### src/rtl/prb_pkg.sv
package prb_pkg;
  localparam logic [7:0] OFS_CMD  = 8'h2C;
  localparam logic [7:0] OFS_WDH  = 8'h30;
  localparam logic [7:0] OFS_WDL  = 8'h34;
  localparam logic [7:0] OFS_RDH  = 8'h38;
  localparam logic [7:0] OFS_RDL  = 8'h3C;
  localparam logic [7:0] OFS_CTRL = 8'h40;
  localparam logic [7:0] OFS_EVT  = 8'h44;

  localparam int CMD_GO    = 0;
  localparam int CMD_WR    = 1;
  localparam int CMD_ABORT = 2;
  localparam int CTL_IEN   = 1;
  localparam int CTL_REQ   = 3;
  localparam int CTL_GNT   = 4;
  localparam int CTL_RDY   = 6;

  typedef enum logic [1:0] {
    SEQ_IDLE  = 2'd0,
    SEQ_ISSUE = 2'd1,
    SEQ_WAIT  = 2'd2
  } seq_state_e;
endpackage

### src/rtl/prb_own.sv
module prb_own (
  input  logic clk,
  input  logic rst,
  input  logic req_i,
  input  logic fabric_own_i,
  output logic gnt_o
);
  logic gnt_q;

  always_ff @(posedge clk) begin
    if (rst) gnt_q <= 1'b0;
    else     gnt_q <= req_i && (gnt_q || !fabric_own_i);
  end

  assign gnt_o = gnt_q;

  AST_GNT_RELEASE: assert property (@(posedge clk) disable iff (rst)
    !req_i |=> !gnt_q);
  AST_GNT_AWARD: assert property (@(posedge clk) disable iff (rst)
    (req_i && !fabric_own_i) |=> gnt_q);
  AST_GNT_BLOCKED: assert property (@(posedge clk) disable iff (rst)
    (!gnt_q && fabric_own_i) |=> !gnt_q);
endmodule

### src/rtl/prb_evt.sv
module prb_evt #(
  parameter int NEVT = 13
) (
  input  logic            clk,
  input  logic            rst,
  input  logic [NEVT-1:0] pulse_i,
  input  logic            clr_we_i,
  input  logic [NEVT-1:0] clr_mask_i,
  output logic [NEVT-1:0] cap_o
);
  logic [NEVT-1:0] cap_q;
  logic [NEVT-1:0] clr;

  assign clr = clr_we_i ? clr_mask_i : '0;

  for (genvar i = 0; i < NEVT; i++) begin : g_bit
    always_ff @(posedge clk) begin
      if (rst) cap_q[i] <= 1'b0;
      else     cap_q[i] <= (cap_q[i] && !clr[i]) || pulse_i[i];
    end
  end

  assign cap_o = cap_q;

  AST_EVT_LATCH: assert property (@(posedge clk) disable iff (rst)
    (|pulse_i) |=> ((cap_q & $past(pulse_i)) == $past(pulse_i)));
  AST_EVT_HOLD: assert property (@(posedge clk) disable iff (rst)
    (!clr_we_i && pulse_i == '0) |=> $stable(cap_q));
endmodule

### src/rtl/prb_seq.sv
module prb_seq
  import prb_pkg::*;
#(
  parameter int PG_W = 8,
  parameter int RG_W = 8,
  parameter int BW   = 64
) (
  input  logic            clk,
  input  logic            rst,
  input  logic            go_i,
  input  logic            abort_i,
  input  logic            grant_i,
  input  logic [PG_W-1:0] page_i,
  input  logic [RG_W-1:0] reg_i,
  input  logic            wr_i,
  input  logic [BW-1:0]   wdata_i,
  input  logic            rsp_valid_i,
  input  logic [BW-1:0]   rsp_data_i,
  output logic            busy_o,
  output logic [PG_W-1:0] page_o,
  output logic [RG_W-1:0] reg_o,
  output logic            wr_o,
  output logic [BW-1:0]   rd_data_o,
  output logic            be_valid_o,
  output logic [BW-1:0]   be_wdata_o
);
  seq_state_e      st_q;
  logic [PG_W-1:0] page_q;
  logic [RG_W-1:0] reg_q;
  logic            wr_q;
  logic [BW-1:0]   wdat_q;
  logic [BW-1:0]   rd_q;
  logic            accept;

  assign accept = go_i && grant_i && (st_q == SEQ_IDLE) && !abort_i;

  always_ff @(posedge clk) begin
    if (rst) begin
      st_q   <= SEQ_IDLE;
      page_q <= '0;
      reg_q  <= '0;
      wr_q   <= 1'b0;
      wdat_q <= '0;
      rd_q   <= '0;
    end else if (abort_i) begin
      st_q <= SEQ_IDLE;
      rd_q <= '0;
    end else if (accept) begin
      st_q   <= SEQ_ISSUE;
      page_q <= page_i;
      reg_q  <= reg_i;
      wr_q   <= wr_i;
      wdat_q <= wdata_i;
    end else begin
      case (st_q)
        SEQ_ISSUE: st_q <= SEQ_WAIT;
        SEQ_WAIT: if (rsp_valid_i) begin
          st_q <= SEQ_IDLE;
          if (!wr_q) rd_q <= rsp_data_i;
        end
        default: st_q <= SEQ_IDLE;
      endcase
    end
  end

  assign busy_o     = (st_q != SEQ_IDLE);
  assign be_valid_o = (st_q == SEQ_ISSUE);
  assign page_o     = page_q;
  assign reg_o      = reg_q;
  assign wr_o       = wr_q;
  assign rd_data_o  = rd_q;
  assign be_wdata_o = wdat_q;

  AST_STROBE_SINGLE: assert property (@(posedge clk) disable iff (rst)
    be_valid_o |=> !be_valid_o);
  AST_NO_GRANT_DROP: assert property (@(posedge clk) disable iff (rst)
    (go_i && !grant_i && !abort_i && !busy_o) |=> !busy_o);
  AST_BUSY_KEEPS_CMD: assert property (@(posedge clk) disable iff (rst)
    (busy_o && !abort_i) |=> $stable(page_q) && $stable(reg_q));
  AST_ABORT_CLEARS: assert property (@(posedge clk) disable iff (rst)
    abort_i |=> (!busy_o && rd_q == '0));
  AST_RSP_DONE: assert property (@(posedge clk) disable iff (rst)
    (st_q == SEQ_WAIT && rsp_valid_i && !abort_i) |=> !busy_o);
endmodule

### src/rtl/paged_reg_bridge.sv
module paged_reg_bridge
  import prb_pkg::*;
#(
  parameter int AW   = 8,
  parameter int DW   = 32,
  parameter int PG_W = 8,
  parameter int RG_W = 8,
  parameter int NEVT = 13
) (
  input  logic              clk,
  input  logic              rst,
  input  logic [AW-1:0]     bus_addr,
  input  logic              bus_wr,
  input  logic [DW-1:0]     bus_wdata,
  input  logic              bus_rd,
  output logic [DW-1:0]     bus_rdata,
  input  logic              sw_ready,
  input  logic              fabric_own,
  input  logic [NEVT-1:0]   evt_pulse,
  output logic              irq,
  output logic              be_valid,
  output logic [PG_W-1:0]   be_page,
  output logic [RG_W-1:0]   be_reg,
  output logic              be_we,
  output logic [2*DW-1:0]   be_wdata,
  input  logic              be_rsp_valid,
  input  logic [2*DW-1:0]   be_rsp_data
);
  localparam int BW     = 2 * DW;
  localparam int PG_LSB = DW - PG_W;
  localparam int RG_LSB = PG_LSB - RG_W;
  localparam int CMD_PAD = RG_LSB - 2;

  logic [DW-1:0]   wdh_q, wdl_q, rdata_q;
  logic            req_q, ien_q, gnt;
  logic            wr_cmd, go, abort, busy, cmd_wr;
  logic [PG_W-1:0] cmd_page;
  logic [RG_W-1:0] cmd_reg;
  logic [BW-1:0]   rd_data;
  logic [NEVT-1:0] cap;
  logic [DW-1:0]   rmux;

  assign wr_cmd = bus_wr && (bus_addr == AW'(OFS_CMD));
  assign abort  = wr_cmd && bus_wdata[CMD_ABORT];
  assign go     = wr_cmd && bus_wdata[CMD_GO] && !bus_wdata[CMD_ABORT];

  always_ff @(posedge clk) begin
    if (rst) begin
      wdh_q <= '0;
      wdl_q <= '0;
      req_q <= 1'b0;
      ien_q <= 1'b0;
    end else if (bus_wr) begin
      if (bus_addr == AW'(OFS_WDH)) wdh_q <= bus_wdata;
      if (bus_addr == AW'(OFS_WDL)) wdl_q <= bus_wdata;
      if (bus_addr == AW'(OFS_CTRL)) begin
        req_q <= bus_wdata[CTL_REQ];
        ien_q <= bus_wdata[CTL_IEN];
      end
    end
  end

  prb_own u_own (
    .clk          (clk),
    .rst          (rst),
    .req_i        (req_q),
    .fabric_own_i (fabric_own),
    .gnt_o        (gnt)
  );

  prb_seq #(.PG_W(PG_W), .RG_W(RG_W), .BW(BW)) u_seq (
    .clk         (clk),
    .rst         (rst),
    .go_i        (go),
    .abort_i     (abort),
    .grant_i     (gnt),
    .page_i      (bus_wdata[DW-1:PG_LSB]),
    .reg_i       (bus_wdata[PG_LSB-1:RG_LSB]),
    .wr_i        (bus_wdata[CMD_WR]),
    .wdata_i     ({wdh_q, wdl_q}),
    .rsp_valid_i (be_rsp_valid),
    .rsp_data_i  (be_rsp_data),
    .busy_o      (busy),
    .page_o      (cmd_page),
    .reg_o       (cmd_reg),
    .wr_o        (cmd_wr),
    .rd_data_o   (rd_data),
    .be_valid_o  (be_valid),
    .be_wdata_o  (be_wdata)
  );

  prb_evt #(.NEVT(NEVT)) u_evt (
    .clk        (clk),
    .rst        (rst),
    .pulse_i    (evt_pulse),
    .clr_we_i   (bus_wr && (bus_addr == AW'(OFS_EVT))),
    .clr_mask_i (bus_wdata[NEVT-1:0]),
    .cap_o      (cap)
  );

  always_comb begin
    rmux = '0;
    case (bus_addr)
      AW'(OFS_CMD):  rmux = {cmd_page, cmd_reg, {CMD_PAD{1'b0}}, cmd_wr, busy};
      AW'(OFS_WDH):  rmux = wdh_q;
      AW'(OFS_WDL):  rmux = wdl_q;
      AW'(OFS_RDH):  rmux = rd_data[BW-1:DW];
      AW'(OFS_RDL):  rmux = rd_data[DW-1:0];
      AW'(OFS_CTRL): begin
        rmux[CTL_RDY] = sw_ready;
        rmux[CTL_GNT] = gnt;
        rmux[CTL_REQ] = req_q;
        rmux[CTL_IEN] = ien_q;
      end
      AW'(OFS_EVT):  rmux = DW'(cap);
      default:       rmux = '0;
    endcase
  end

  always_ff @(posedge clk) begin
    if (rst)         rdata_q <= '0;
    else if (bus_rd) rdata_q <= rmux;
  end

  assign bus_rdata = rdata_q;
  assign irq       = ien_q && (|cap);
  assign be_page   = cmd_page;
  assign be_reg    = cmd_reg;
  assign be_we     = cmd_wr;

  AST_IRQ_GATED: assert property (@(posedge clk) disable iff (rst)
    !ien_q |-> !irq);
  AST_STROBE_OWNED: assert property (@(posedge clk) disable iff (rst)
    be_valid |-> $past(gnt));
endmodule

### config.mk
export PLATFORM = sky130hd
export DESIGN_NAME = paged_reg_bridge
export DESIGN_NICKNAME = d
export VERILOG_FILES = /design/src/rtl/prb_pkg.sv /design/src/rtl/prb_own.sv /design/src/rtl/prb_evt.sv /design/src/rtl/prb_seq.sv /design/src/rtl/paged_reg_bridge.sv
export SDC_FILE = /design/constraint.sdc
export NUM_CORES = 1
export LEC_CHECK = 0
export BUFFER_PORTS_ARGS = -buffer_cell sky130_fd_sc_hd__buf_2
export CORE_UTILIZATION = 30
export DETAILED_ROUTE_END_ITERATION = 8
export GPL_TIMING_DRIVEN = 0
export HOLD_SLACK_MARGIN = 0.1
export PLACE_DENSITY_LB_ADDON = 0.2
export REMOVE_ABC_BUFFERS = 1
export SLEW_MARGIN = 10
export SYNTH_ARGS = -nofsm -noshare
export SYNTH_HDL_FRONTEND = slang
export SYNTH_SLANG_ARGS = --single-unit
### constraint.sdc
create_clock -name clk -period 4 [get_ports clk]
set_input_delay 0.8 -clock clk [delete_from_list [all_inputs] [get_ports clk]]
set_output_delay 0.8 -clock clk [all_outputs]
set_load 0.02 [all_outputs]
==> impl_results.md <==
- Startpoint Class: input port
- CTS-repair resized insts: 0
- Compound-cell area share of the yosys netlist: 21.2%
- Crit end category: register
- Vias per cell: between 5 and 6
- Die width: ~190 um
- Seq/Total Area, Yosys: 48.1%
- Remaining global-route overflow: 0
- Hold_buf cts: 0
- Total core area: approximately 35,000 um^2
- Area after DPL: around 13,000 um^2
- Fill cells: 3,684
- Area grow syn2layout: 26.5%
- TritonCTS buffer count: 31
- Per-cell routed wire length: around 21 um
- Adder-cell share of the synthesized area: 0%
- Layout cells sized above 1: about 24%
- Worst-skew pair later-pin latency: 0.55 ns
- Largest net degree at the start of global routing: 100
- Detailed Route WL: between 40,000 and 50,000 um
- Post-route ant nets: 0
- MaxCap Viol Count: 0
- DP Wirelength: around 26,000 um
- Syn Area/Cell: about 8.2 um^2
- # IOs: between 200 and 250
- Critical Path End: u_seq.rd_data_o[15]$_SDFFE_PP0P_
- Top FF cell, synth: dfxtp_1
- Stages on worst setup path: 5
- Setup-failing EPs final: 0
- Crit Path Max Fanout: 66
- # rows: 69
- Crit Path Category: in2reg
- Critical path's slowest cell: nor2b_4
- Vias post-DR: slightly above 10,000
- First-pass GRT wire length: 61,500 um
- Setup bufs post-CTS: 0
- IO buf count: ~240
- Unrepaired setup endpoints after global routing: no
- Die Ht: 192 um
- Bufs and invs on worst path: 1
- Initial antenna violation count: 4
- Worst Setup SP: bus_addr[3]
- Tcrit/Tclk final: 87.7%
- Overall routing resource usage: a little over a fifth
- Initial Util: between 30% and 40%
- Die area: 36,700 um^2
- CTS tree: done
- Relative slew margins: 24.5%
- Clock-pin slew on the worst setup and hold paths: 0.06 ns
- Max incr delay on CP: approximately 0.9 ns
- Peak supply drop: roughly 290 uV
- Non-Filler Instances: ~2,000
- Hold_ws: between 0.4 and 0.5 ns
- Min-delay worst type: reg2reg
- Setup TNS Final: 0 ns
- WP data arrival: between 3 and 4 ns
- Worst reg2reg setup slack: 2.01 ns
- R2r startpoint: u_seq.st_q[0]$_SDFFE_PP0P_
- Nets: approximately 1,600
- Final design instance area without fill: around 14,000 um^2
- Clock skew: approximately 0.0077 ns
- Detailed Routing Iterations Pass 1: 7
- Final slew viol count: 0
- Static Leak: slightly below 5 nW
- Power per Cell Area: approximately 420 nW/um^2
- Synthesized cell area: between 10,000 and 15,000 um^2
- Final setup margin: roughly 0.49 ns
- Post-synthesis mux area share: about 4.4%
- Max Clk Rate: ~290 MHz
- Final hold vios: 0
- H-tree levels: 1
- FF-to-FF path depth: 5
- Largest family of logic cells by synthesized area: compound AO/OA/AOI/OAI gates
- FF+latch count, synth: roughly 260
- Simple-gate area share of the yosys netlist: 21.2%
- CTS Buffer Depth: 3
- Data required, critical path: about 4.4 ns
- Family with the most delay on the worst path: simple AND/OR/NAND/NOR gates
- Xor and xnor area share after synthesis: 0%
- CTS root buf: clkbuf_16
- Inst Count DP: about 1,900
- Crit-path cells: buf_2 -> nor2b_4 -> and4_4 -> a21o_4 -> a21oi_1
- Status: finished, final reports clean
- Asr flop ratio synth: 0%
- Sink Count: 259
- Worst Tran Pin Value: roughly 1.1 ns
- Post-synthesis cell count: 1,309
- Synth warnings: 0
- Reg2Reg Capture Point: u_seq.page_o[2]$_SDFFE_PP0P_
- Placer's final routability congestion estimate: slightly below 0.8
- Drt drc: 0
- Vias in the first global route: around 10,000
- Fin crit period: ~3.5 ns
- 1st-iter DRT viols: roughly 640
- Yosys cell types: between 50 and 60
- Number of enable flip-flop cells after synthesis: 0
- Setup slack at placement: -0.0582 ns
Yosys cell counts (3+ instances only):
cell type | number | area [um^2]
a211oi_1 | 7 | 52.6
a21oi_1 | 224 | 1120
a221o_1 | 4 | 40.0
a22o_1 | 26 | 228
a22oi_1 | 19 | 143
a31oi_1 | 3 | 18.8
and3_1 | 3 | 18.8
buf_2 | 35 | 175
buf_4 | 8 | 60.1
clkbuf_1 | 82 | 308
dfxtp_1 | 259 | 5180
mux2_2 | 24 | 270
mux2i_1 | 11 | 110
mux4_2 | 4 | 90.1
nand2_1 | 265 | 995
nand2b_1 | 3 | 18.8
nand3_1 | 108 | 541
nand4_1 | 31 | 194
nand4b_1 | 5 | 43.8
nand4bb_1 | 4 | 45.0
nor2_1 | 28 | 105
nor2b_1 | 5 | 31.3
nor3_1 | 3 | 15.0
nor3b_1 | 6 | 45.0
nor4_1 | 4 | 25.0
o211ai_1 | 19 | 143
o21ai_0 | 81 | 405
o22ai_1 | 3 | 18.8
or3_1 | 3 | 18.8
or4bb_1 | 3 | 33.8
placed cells by master, fill, tap and decap left out, types with 5 or more instances in the layout:
cell / instances
buf_12: 6
nand4_1: 31
clkbuf_1: 6
buf_2: 236
buf_6: 6
a22o_1: 26
a21oi_1: 224
buf_16: 9
nand3_1: 105
mux2i_1: 11
dfxtp_1: 259
o211ai_1: 19
mux2_2: 24
clkbuf_16: 31
a211oi_1: 7
nand2_1: 265
nor2_1: 26
o21ai_0: 81
nor3b_1: 6
a22oi_1: 19
nand4b_1: 5
clkbuf_8: 8
tightest hold or removal path: stages, from the launching register on:
cell     delay (ns)
dfxtp_1        0.30
nand2_1        0.05
a21oi_1        0.05
how the worst min path moves through the flow:
stage | start | end | slack, ns | cells past startpoint
2_1_floorplan | u_seq.rd_data_o[10]$_SDFFE_PP0P_ | u_seq.rd_data_o[10]$_SDFFE_PP0P_ | 0.43 | 2
4_1_cts | evt_pulse[9] | u_evt.cap_o[9]$_SDFF_PP0_ | 0.43 | 3
5_1_grt | evt_pulse[6] | u_evt.cap_o[6]$_SDFF_PP0_ | 0.45 | 3
3_5_place_dp | u_seq.rd_data_o[30]$_SDFFE_PP0P_ | u_seq.rd_data_o[30]$_SDFFE_PP0P_ | 0.44 | 2
6_report | u_seq.rd_data_o[39]$_SDFFE_PP0P_ | u_seq.rd_data_o[39]$_SDFFE_PP0P_ | 0.45 | 2
3_3_place_gp | u_seq.rd_data_o[17]$_SDFFE_PP0P_ | u_seq.rd_data_o[17]$_SDFFE_PP0P_ | 0.44 | 2
sequential cells by signal, summed over array words and instances, names as in the netlist:
register,cells
u_seq.page_o,8
ien_q,1
bus_rdata,32
u_evt.cap_o,13
u_own.gnt_o,1
u_seq.rd_data_o,64
u_seq.st_q,2
wdl_q,32
u_seq.reg_o,8
u_seq.be_wdata_o,64
req_q,1
u_seq.wr_o,1
wdh_q,32
layer usage:
layer  share of wire, %  GRT usage (%)  vias up
li1                   -              -     4992
met1                 45           30.2     4974
met2                 46           35.8      351
met3                6.4           3.52       57
met4                2.0           5.19        2
met5              0.034              0        -
final cells by class:
class / instances / area, um^2 / area share, %
Antenna cell: 2 / 5.00 / 0.0367
Clock buffer: 45 / 908 / 6.66
Clock inverter: 7 / 90.1 / 0.661
Inverter: 2 / 7.51 / 0.0551
Multi-Input combinational cell: 923 / 5190 / 38.1
Sequential cell: 259 / 5180 / 38.0
Tap cell: 461 / 577 / 4.23
Timing Repair Buffer: 261 / 1670 / 12.2
through the flow:
stage	power, mW	utilization (%)
6_report	5.67	38.4
5_1_grt	5.86	38.4
4_1_cts	5.74	38.4
3_5_place_dp	2.94	35.6
3_3_place_gp	2.91	33.8
2_1_floorplan	2.72	-
power by group:
| group | leakage, nW | switching, mW | internal, mW |
|---|---|---|---|
| sequential | 2.09 | 0.0114 | 2.59 |
| combinational | 2.35 | 0.182 | 0.0927 |
| clock | 0.487 | 1.11 | 1.68 |
kinds of logic after synthesis:
logic type,after synthesis
AO/OA/AOI/OAI,399
AND/OR/NAND/NOR,485
buffers and inverters,127
multiplexers,39
flip-flops,259
No activity file was read; power rests on OpenSTA's default activity.
